### config.mk
export PLATFORM = sky130hd
export DESIGN_NAME = cor_status_pair
export DESIGN_NICKNAME = d
export VERILOG_FILES = /design/src/rtl/cor_pkg.sv /design/src/rtl/cor_strobe_fsm.sv /design/src/rtl/cor_event_reg.sv /design/src/rtl/cor_status_pair.sv
export SDC_FILE = /design/constraint.sdc
export NUM_CORES = 1
export LEC_CHECK = 0
export BUFFER_PORTS_ARGS = -buffer_cell sky130_fd_sc_hd__buf_2
export CAP_MARGIN = 30
export CORE_ASPECT_RATIO = 1.25
export CORE_MARGIN = 2
export CORE_UTILIZATION = 50
export CTS_BUF_LIST = sky130_fd_sc_hd__clkbuf_16
export DETAILED_ROUTE_END_ITERATION = 6
export GPL_TIMING_DRIVEN = 0
export MAX_ROUTING_LAYER = met4
export PLACE_DENSITY = 0.88
export SLEW_MARGIN = 10
export SYNTH_ARGS = -nofsm -noshare
export SYNTH_HDL_FRONTEND = slang
export SYNTH_HIERARCHICAL = 1
export SYNTH_SLANG_ARGS = --single-unit
### constraint.sdc
create_clock -name clk -period 2.77 [get_ports clk]
set_input_delay 0.277 -clock clk [delete_from_list [all_inputs] [get_ports clk]]
set_output_delay 0.277 -clock clk [all_outputs]
set_load 0.02 [all_outputs]
### src/rtl/cor_pkg.sv
package cor_pkg;
    localparam int DATA_W   = 16;
    localparam int NUM_REGS = 2;
    localparam int SEL_W    = (NUM_REGS > 1) ? $clog2(NUM_REGS) : 1;

    // Bits surviving a read, per register index (0 status, 1 error)
    localparam logic [DATA_W-1:0] STATUS_KEEP = 16'hE031;
    localparam logic [DATA_W-1:0] ERROR_KEEP  = '0;

    typedef enum logic [1:0] {
        RD_IDLE = 2'd0,
        RD_FIRE = 2'd1,
        RD_HOLD = 2'd2
    } rd_state_e;

    function automatic logic [DATA_W-1:0] keep_mask(input int idx);
        return (idx == 0) ? STATUS_KEEP : ERROR_KEEP;
    endfunction
endpackage

### src/rtl/cor_strobe_fsm.sv
module cor_strobe_fsm
    import cor_pkg::*;
(
    input  logic clk,
    input  logic rst,
    input  logic cs,
    input  logic rd_req,
    output logic fire
);
    rd_state_e state_q;
    rd_state_e state_d;
    logic      qual;

    assign qual = cs && rd_req;

    always_comb begin
        state_d = state_q;
        unique case (state_q)
            RD_IDLE: if (qual)  state_d = RD_FIRE;
            RD_FIRE: state_d = qual ? RD_HOLD : RD_IDLE;
            RD_HOLD: if (!qual) state_d = RD_IDLE;
            default: state_d = RD_IDLE;
        endcase
    end

    always_ff @(posedge clk) begin
        if (rst) state_q <= RD_IDLE;
        else     state_q <= state_d;
    end

    always_comb begin
        fire = (state_q == RD_FIRE);
    end
endmodule

### src/rtl/cor_event_reg.sv
module cor_event_reg #(
    parameter int              WIDTH = 16,
    parameter logic [WIDTH-1:0] KEEP = '0
) (
    input  logic             clk,
    input  logic             rst,
    input  logic [WIDTH-1:0] set_bits,
    input  logic             clr_en,
    output logic [WIDTH-1:0] value_q
);
    logic [WIDTH-1:0] survive;

    always_comb begin
        survive = clr_en ? (value_q & KEEP) : value_q;
    end

    // Set is ORed after the clear so a coincident event is retained
    always_ff @(posedge clk) begin
        if (rst) value_q <= '0;
        else     value_q <= survive | set_bits;
    end
endmodule

### src/rtl/cor_status_pair.sv
module cor_status_pair
    import cor_pkg::*;
(
    input  logic              clk,
    input  logic              rst,
    input  logic              cs,
    input  logic              rd_req,
    input  logic              reg_sel,
    input  logic [DATA_W-1:0] status_set,
    input  logic [DATA_W-1:0] error_set,
    output logic [DATA_W-1:0] rd_data,
    output logic [DATA_W-1:0] status_q,
    output logic [DATA_W-1:0] error_q
);
    logic                          rd_fire;
    logic [NUM_REGS-1:0][DATA_W-1:0] set_vec;
    logic [NUM_REGS-1:0][DATA_W-1:0] reg_vec;
    logic [SEL_W-1:0]              sel_idx;

    assign sel_idx    = SEL_W'(reg_sel);
    assign set_vec[0] = status_set;
    assign set_vec[1] = error_set;

    cor_strobe_fsm u_strobe (
        .clk    (clk),
        .rst    (rst),
        .cs     (cs),
        .rd_req (rd_req),
        .fire   (rd_fire)
    );

    for (genvar g = 0; g < NUM_REGS; g++) begin : g_reg
        cor_event_reg #(
            .WIDTH (DATA_W),
            .KEEP  (keep_mask(g))
        ) u_reg (
            .clk      (clk),
            .rst      (rst),
            .set_bits (set_vec[g]),
            .clr_en   (rd_fire && (sel_idx == SEL_W'(g))),
            .value_q  (reg_vec[g])
        );
    end

    always_ff @(posedge clk) begin
        if (rst)          rd_data <= '0;
        else if (rd_fire) rd_data <= reg_vec[sel_idx];
    end

    assign status_q = reg_vec[0];
    assign error_q  = reg_vec[1];
endmodule

### Word-level counts from Yosys, hierarchy flattened

Index checks and enable logic that the tools add are counted.

| word-level totals | value |
|---|---|
| output and inout bits | 48 |
| register bits after elaboration | 50 |
| input bits | 37 |
| logic and storage cells | 25 |

| operators by class | value |
|---|---|
| magnitude comparators | 1 |
| bitwise operators | 3 |
| eq/ne operators | 4 |
| reduce and logical (&&, ||, !) cells | 5 |
| multiplexer cells | 8 |

Operators with widths:

| cell | number |
|---|---|
| 16-bit 2-to-1 mux | 3 |
| 16-bit OR | 2 |
| 13-bit 2-to-1 mux | 1 |
| 2-bit 2-to-1 mux | 3 |
| 2-bit one-hot mux with 3 select lines | 1 |
| 1-bit logical AND | 3 |
| 2-bit by 1-bit == test with 1-bit output, second input constant | 1 |
| 2-bit == test, second input constant | 1 |
| 2-bit logical NOT | 1 |
| 1-bit by 2-bit < comparator with 1-bit output, second input constant | 1 |
| 2-bit by 1-bit != test with 1-bit output, second input constant | 1 |
| 2-bit != test, second input constant | 1 |
| 2-bit AND reduction | 1 |
| 1-bit NOT | 1 |

### Depth between registers and ports, before layout

| logic depth | value |
|---|---|
| depth after elaboration | 4 |
| gate-level depth with buffers | 7 |
| depth with buffers taken out | 4 |

### Hierarchy

Netlist, hierarchy kept.

By module, submodules not included:

| module | area each (um2) | instances | cells each |
|---|---|---|---|
| cor_status_pair | 737.0 | 1 | 74 |
| cor_event_reg at g_reg[1].u_reg | 593.1 | 1 | 67 |
| cor_event_reg at g_reg[0].u_reg | 556.8 | 1 | 60 |
| cor_strobe_fsm | 72.6 | 1 | 7 |

### Worst setup path after synthesis

Ideal clock, no wire load.

| timing | value |
|---|---|
| path type | register -> register |
| from | reg u_strobe.state_q[1] |
| to | reg g_reg[1].u_reg.value_q[10] |
| clock period less this slack | 1441 ps |
| setup slack | 1329 ps |
| data required time | 2700 ps |
| data arrival time | 1372 ps |
| buffers on the path | 3 |
| stages on the path, launching flop included | 8 |
| cells stage by stage | dfxtp_1 > and2b_1 > buf_2 > buf_2 > and2_2 > buf_6 > nand2b_1 > a21oi_1 |

| between the ends | value |
|---|---|
| cells in the longest elaborated chain, start to end | 4 |

Ends and longest elaborated chain:

| item | RTL line | RTL |
|---|---|---|
| from (decl) | cor_strobe_fsm.sv:10 | `rd_state_e state_q;` |
| from (signal assigned) | cor_strobe_fsm.sv:28 | `else state_q <= state_d;` |
| 2-bit by 1-bit == test with 1-bit output | cor_strobe_fsm.sv:32 | `fire = (state_q == RD_FIRE);` |
| named net rd_fire | cor_status_pair.sv:15 | `logic rd_fire;` |
| 1-bit logical AND | cor_status_pair.sv:40 | `.clr_en (rd_fire && (sel_idx == SEL_W'(g))),` |
| 16-bit 2-to-1 mux | cor_event_reg.sv:14 | `survive = clr_en ? (value_q & KEEP) : value_q;` |
| 16-bit OR | cor_event_reg.sv:20 | `else value_q <= survive \| set_bits;` |
| to (signal assigned) | cor_event_reg.sv:20 |  |
| to (decl) | cor_event_reg.sv:9 | `output logic [WIDTH-1:0] value_q` |

The timed path passes the listed nets, and every way through them passes these cells.
A chain may end at the register's enable or synchronous reset.

### Worst setup path after layout

| timing | value |
|---|---|
| from | reg u_strobe.state_q[1] |
| to | reg g_reg[1].u_reg.value_q[5] |

Same word-level chain as after synthesis.

==> reports/qor.csv <==
stage,metric,value,unit
run,maxcap violations,0,
die,width of the die,60.0,um
sta,setup TNS,0,ns
worst_hold_path,WHS Endpoint,g_reg[0].u_reg/value_q[15],
logic_synthesis,Mapped Cells,208,
die,Starting Density,0.518,
place,Post-Place Setup Slack,1.15,ns
die,# IOs,85,
status,status,"complete, no violations",
setup_path,Crit Reg-Reg Endpoint,g_reg[1].u_reg/value_q[5],
worst_hold_path,worst hold path startpoint,status_set[15],
pwr,P_leak,1.33,nW
logic_synthesis,Mapped Area,1960,um^2
clock_network,post-CTS resize count,0,
die,die footprint,4440,um^2
drt,Routed WL,4.64,mm
setup_path,worst r2r src,u_strobe/state_q[1],
setup_path,WS Path Type,reg -> reg,
grt,global-route wire length before repair,7.25,mm
drt,starting DRC count in detailed routing,66,
die,CORE AREA,3780,um^2
sta,Final Critical Period,1.62,ns
logic_synthesis,ranking of synthesized cells by area,"dfxtp_1 51%, mux2i_1 8.2%, nand2b_1 8.0%",
sta,Slew @ Worst Pin,0.285,ns
logic_synthesis,Synth cell types,21,
cells_and_area,fillers,340,
pwr,switching share of power,0.265,
place,input/output buffers,83,
cells_and_area,Layout area overhead,31.7,%
pwr,Seq pwr share,0.490,
clock_network,Clock Latency Late Sink,0.28,ns
logic_synthesis,"area leader, netlist",dfxtp_1,
clock_network,Max clock buf depth,2,
sta,Final setup viols,0,
drt,DR vias,1674,
drt,drt pass-1 iters,4,
clock_network,CTS tree,done,
drt,antenna-violating nets left,0,
clock_network,H-tree depth,2,
grt,initial antenna violation count,0,
drt,drt drc,0,
place,Cells after DPL,345,
setup_path,Worst EP arrival,1.84,ns
clock_network,Worst-path clk slew,0.06,ns
sta,fin. max-slew vios,0,
sta,Slew HR,0.810,
drt,WL/cell,13.1,um
logic_synthesis,post-synthesis net count,245,
pwr,P_sw,0.431,mW
cells_and_area,"most common cell after layout, fill and taps aside",buf_2,
worst_hold_path,Hold Path Class,in -> reg,
logic_synthesis,sequential-to-total area share from yosys stat,0.511,
logic_synthesis,Yosys warning total,6,
clock_network,number of hold buffers added after CTS,0,
setup_path,Crit. End Element,flip-flop,
clock_network,total CTS buffers,5,
pwr,Logic pwr share,0.157,
sta,unrepaired setup endpoints after global routing,false,
place,gpl congestion,0.871,
sta,top achievable clock speed,0.615,GHz
logic_synthesis,Mean Syn Cell Area,9.42,um^2
setup_path,r2r setup slk,1.15,ns
sta,Final Hold Viols,0,
sta,Clock Skews,0.00337,ns
cells_and_area,antenna fix cells,0,
grt,vias in the first global route,1545,
cells_and_area,most frequent cells in the layout,"89 x buf_2, 50 x dfxtp_1, 29 x nor2_1",
pwr,Cell Pwr Density,632,nW/um^2
sta,PnR worst setup slack,1.15,ns
setup_path,r2r worst-path depth,7,
cells_and_area,fin util,0.682,
cells_and_area,Final Non-Filler Cells,353,
cells_and_area,share of post-route cells with drive strength above 1,0.365,
sta,Final Cycle Share,0.587,
clock_network,CTS Root Cell,clkbuf_16,
pwr,clock network power share,0.353,
grt,Total GRT Usage,0.228,
die,Rows,25,
place,Detail Placement HPWL,3.46,mm
clock_network,postcts setup bufs,0,
clock_network,clk sinks,50,
grt,gr ovfl total,0,
die,Die Y-Extent,74.0,um
pwr,Internal Power,1.20,mW
grt,largest net degree at the start of global routing,15,
worst_hold_path,Worst Hold Path Cells,3,
cells_and_area,Nets,335,
pwr,peak supply drop,0.537,mV
setup_path,startpoint types,flip-flop,
drt,Vias/cell,4.74,
logic_synthesis,area share of the leading cell type in the synthesized netlist,0.511,
setup_path,maximum fanout along the worst path,10,
setup_path,CP required,2.98,ns
logic_synthesis,number of synthesized register bits,50,
## critical path, cell delays in order (launching register included)
cell and delay [ns]:
dfxtp_1 0.36, and2b_1 0.18, buf_2 0.15, buf_2 0.19, and2_2 0.23, buf_6 0.15
nand2b_1 0.14, a21oi_1 0.15
## cells by family after synthesis
family,count (synthesis),synth area share
xor+xnor,1,0.00447
buf+inv,39,0.105
compound gates,42,0.137
simple gates,60,0.161
mux,16,0.0817
flops,50,0.511
## per-stage QoR
stage | cell area (um^2) | total power, mW | hold slack [ns]
finish | 2580 | 1.63 | 0.202
global route | 2580 | 1.70 | 0.218
CTS | 2580 | 1.64 | 0.199
detailed placement | 2440 | 1.07 | 0.457
global placement | 2440 | 1.06 | 0.442
floorplan | 1960 | 0.972 | 0.398
## sequential cells by signal, indices dropped and copies added (netlist names)
name              flops
u_strobe/state_q      2
rd_data              16
g.u_reg/value_q      32
## cell usage after synthesis, drive strengths merged
cell,number
a211oi,16
a21oi,26
and2,1
and2b,2
buf,11
clkbuf,2
dfxtp,50
inv,26
mux2i,16
nand2b,26
nand3b,1
nor2,29
nor3,1
xnor2,1
## power groups by stage
stage / Clock [mW] / Combinational (mW) / Sequential (mW)
CTS: 0.584 / 0.256 / 0.799
finish: 0.576 / 0.255 / 0.799
detailed placement: 0 / 0.255 / 0.815
global route: 0.616 / 0.278 / 0.805
global placement: 0 / 0.249 / 0.812
floorplan: 0 / 0.104 / 0.868
## cell type report
class / instances / area (um^2) / share of cell area
Clock buffer: 5 / 125 / 0.0485
Sequential cell: 50 / 1000 / 0.388
Inverter: 26 / 97.6 / 0.0378
Timing Repair Buffer: 83 / 415 / 0.161
Tap cell: 54 / 67.6 / 0.0262
Clock inverter: 3 / 12.5 / 0.00485
Buffer: 13 / 108 / 0.0417
Multi-Input combinational cell: 119 / 753 / 0.292
## metal layers
metal  vias up  track usage  share of wire
met1       760        0.283           0.42
met5         -            -              0
li1        846            -              -
met2        59        0.357           0.51
met3         9       0.0435          0.048
met4         0        0.104          0.022
## worst max-delay path by stage
| stage | startpoint | endpoint | cells past startpoint | slack [ns] |
|---|---|---|---|---|
| 2_1_floorplan | u_strobe/state_q[1] | g_reg[1].u_reg/value_q[10] | 7 | 1.33 |
| 3_3_place_gp | u_strobe/state_q[1] | g_reg[1].u_reg/value_q[8] | 7 | 1.20 |
| 3_5_place_dp | u_strobe/state_q[1] | g_reg[1].u_reg/value_q[7] | 7 | 1.15 |
| 4_1_cts | u_strobe/state_q[1] | g_reg[1].u_reg/value_q[5] | 7 | 1.13 |
| 5_1_grt | u_strobe/state_q[1] | g_reg[1].u_reg/value_q[9] | 7 | 1.04 |
| 6_report | u_strobe/state_q[1] | g_reg[1].u_reg/value_q[5] | 7 | 1.15 |
Power figures use the tool's default switching activity.
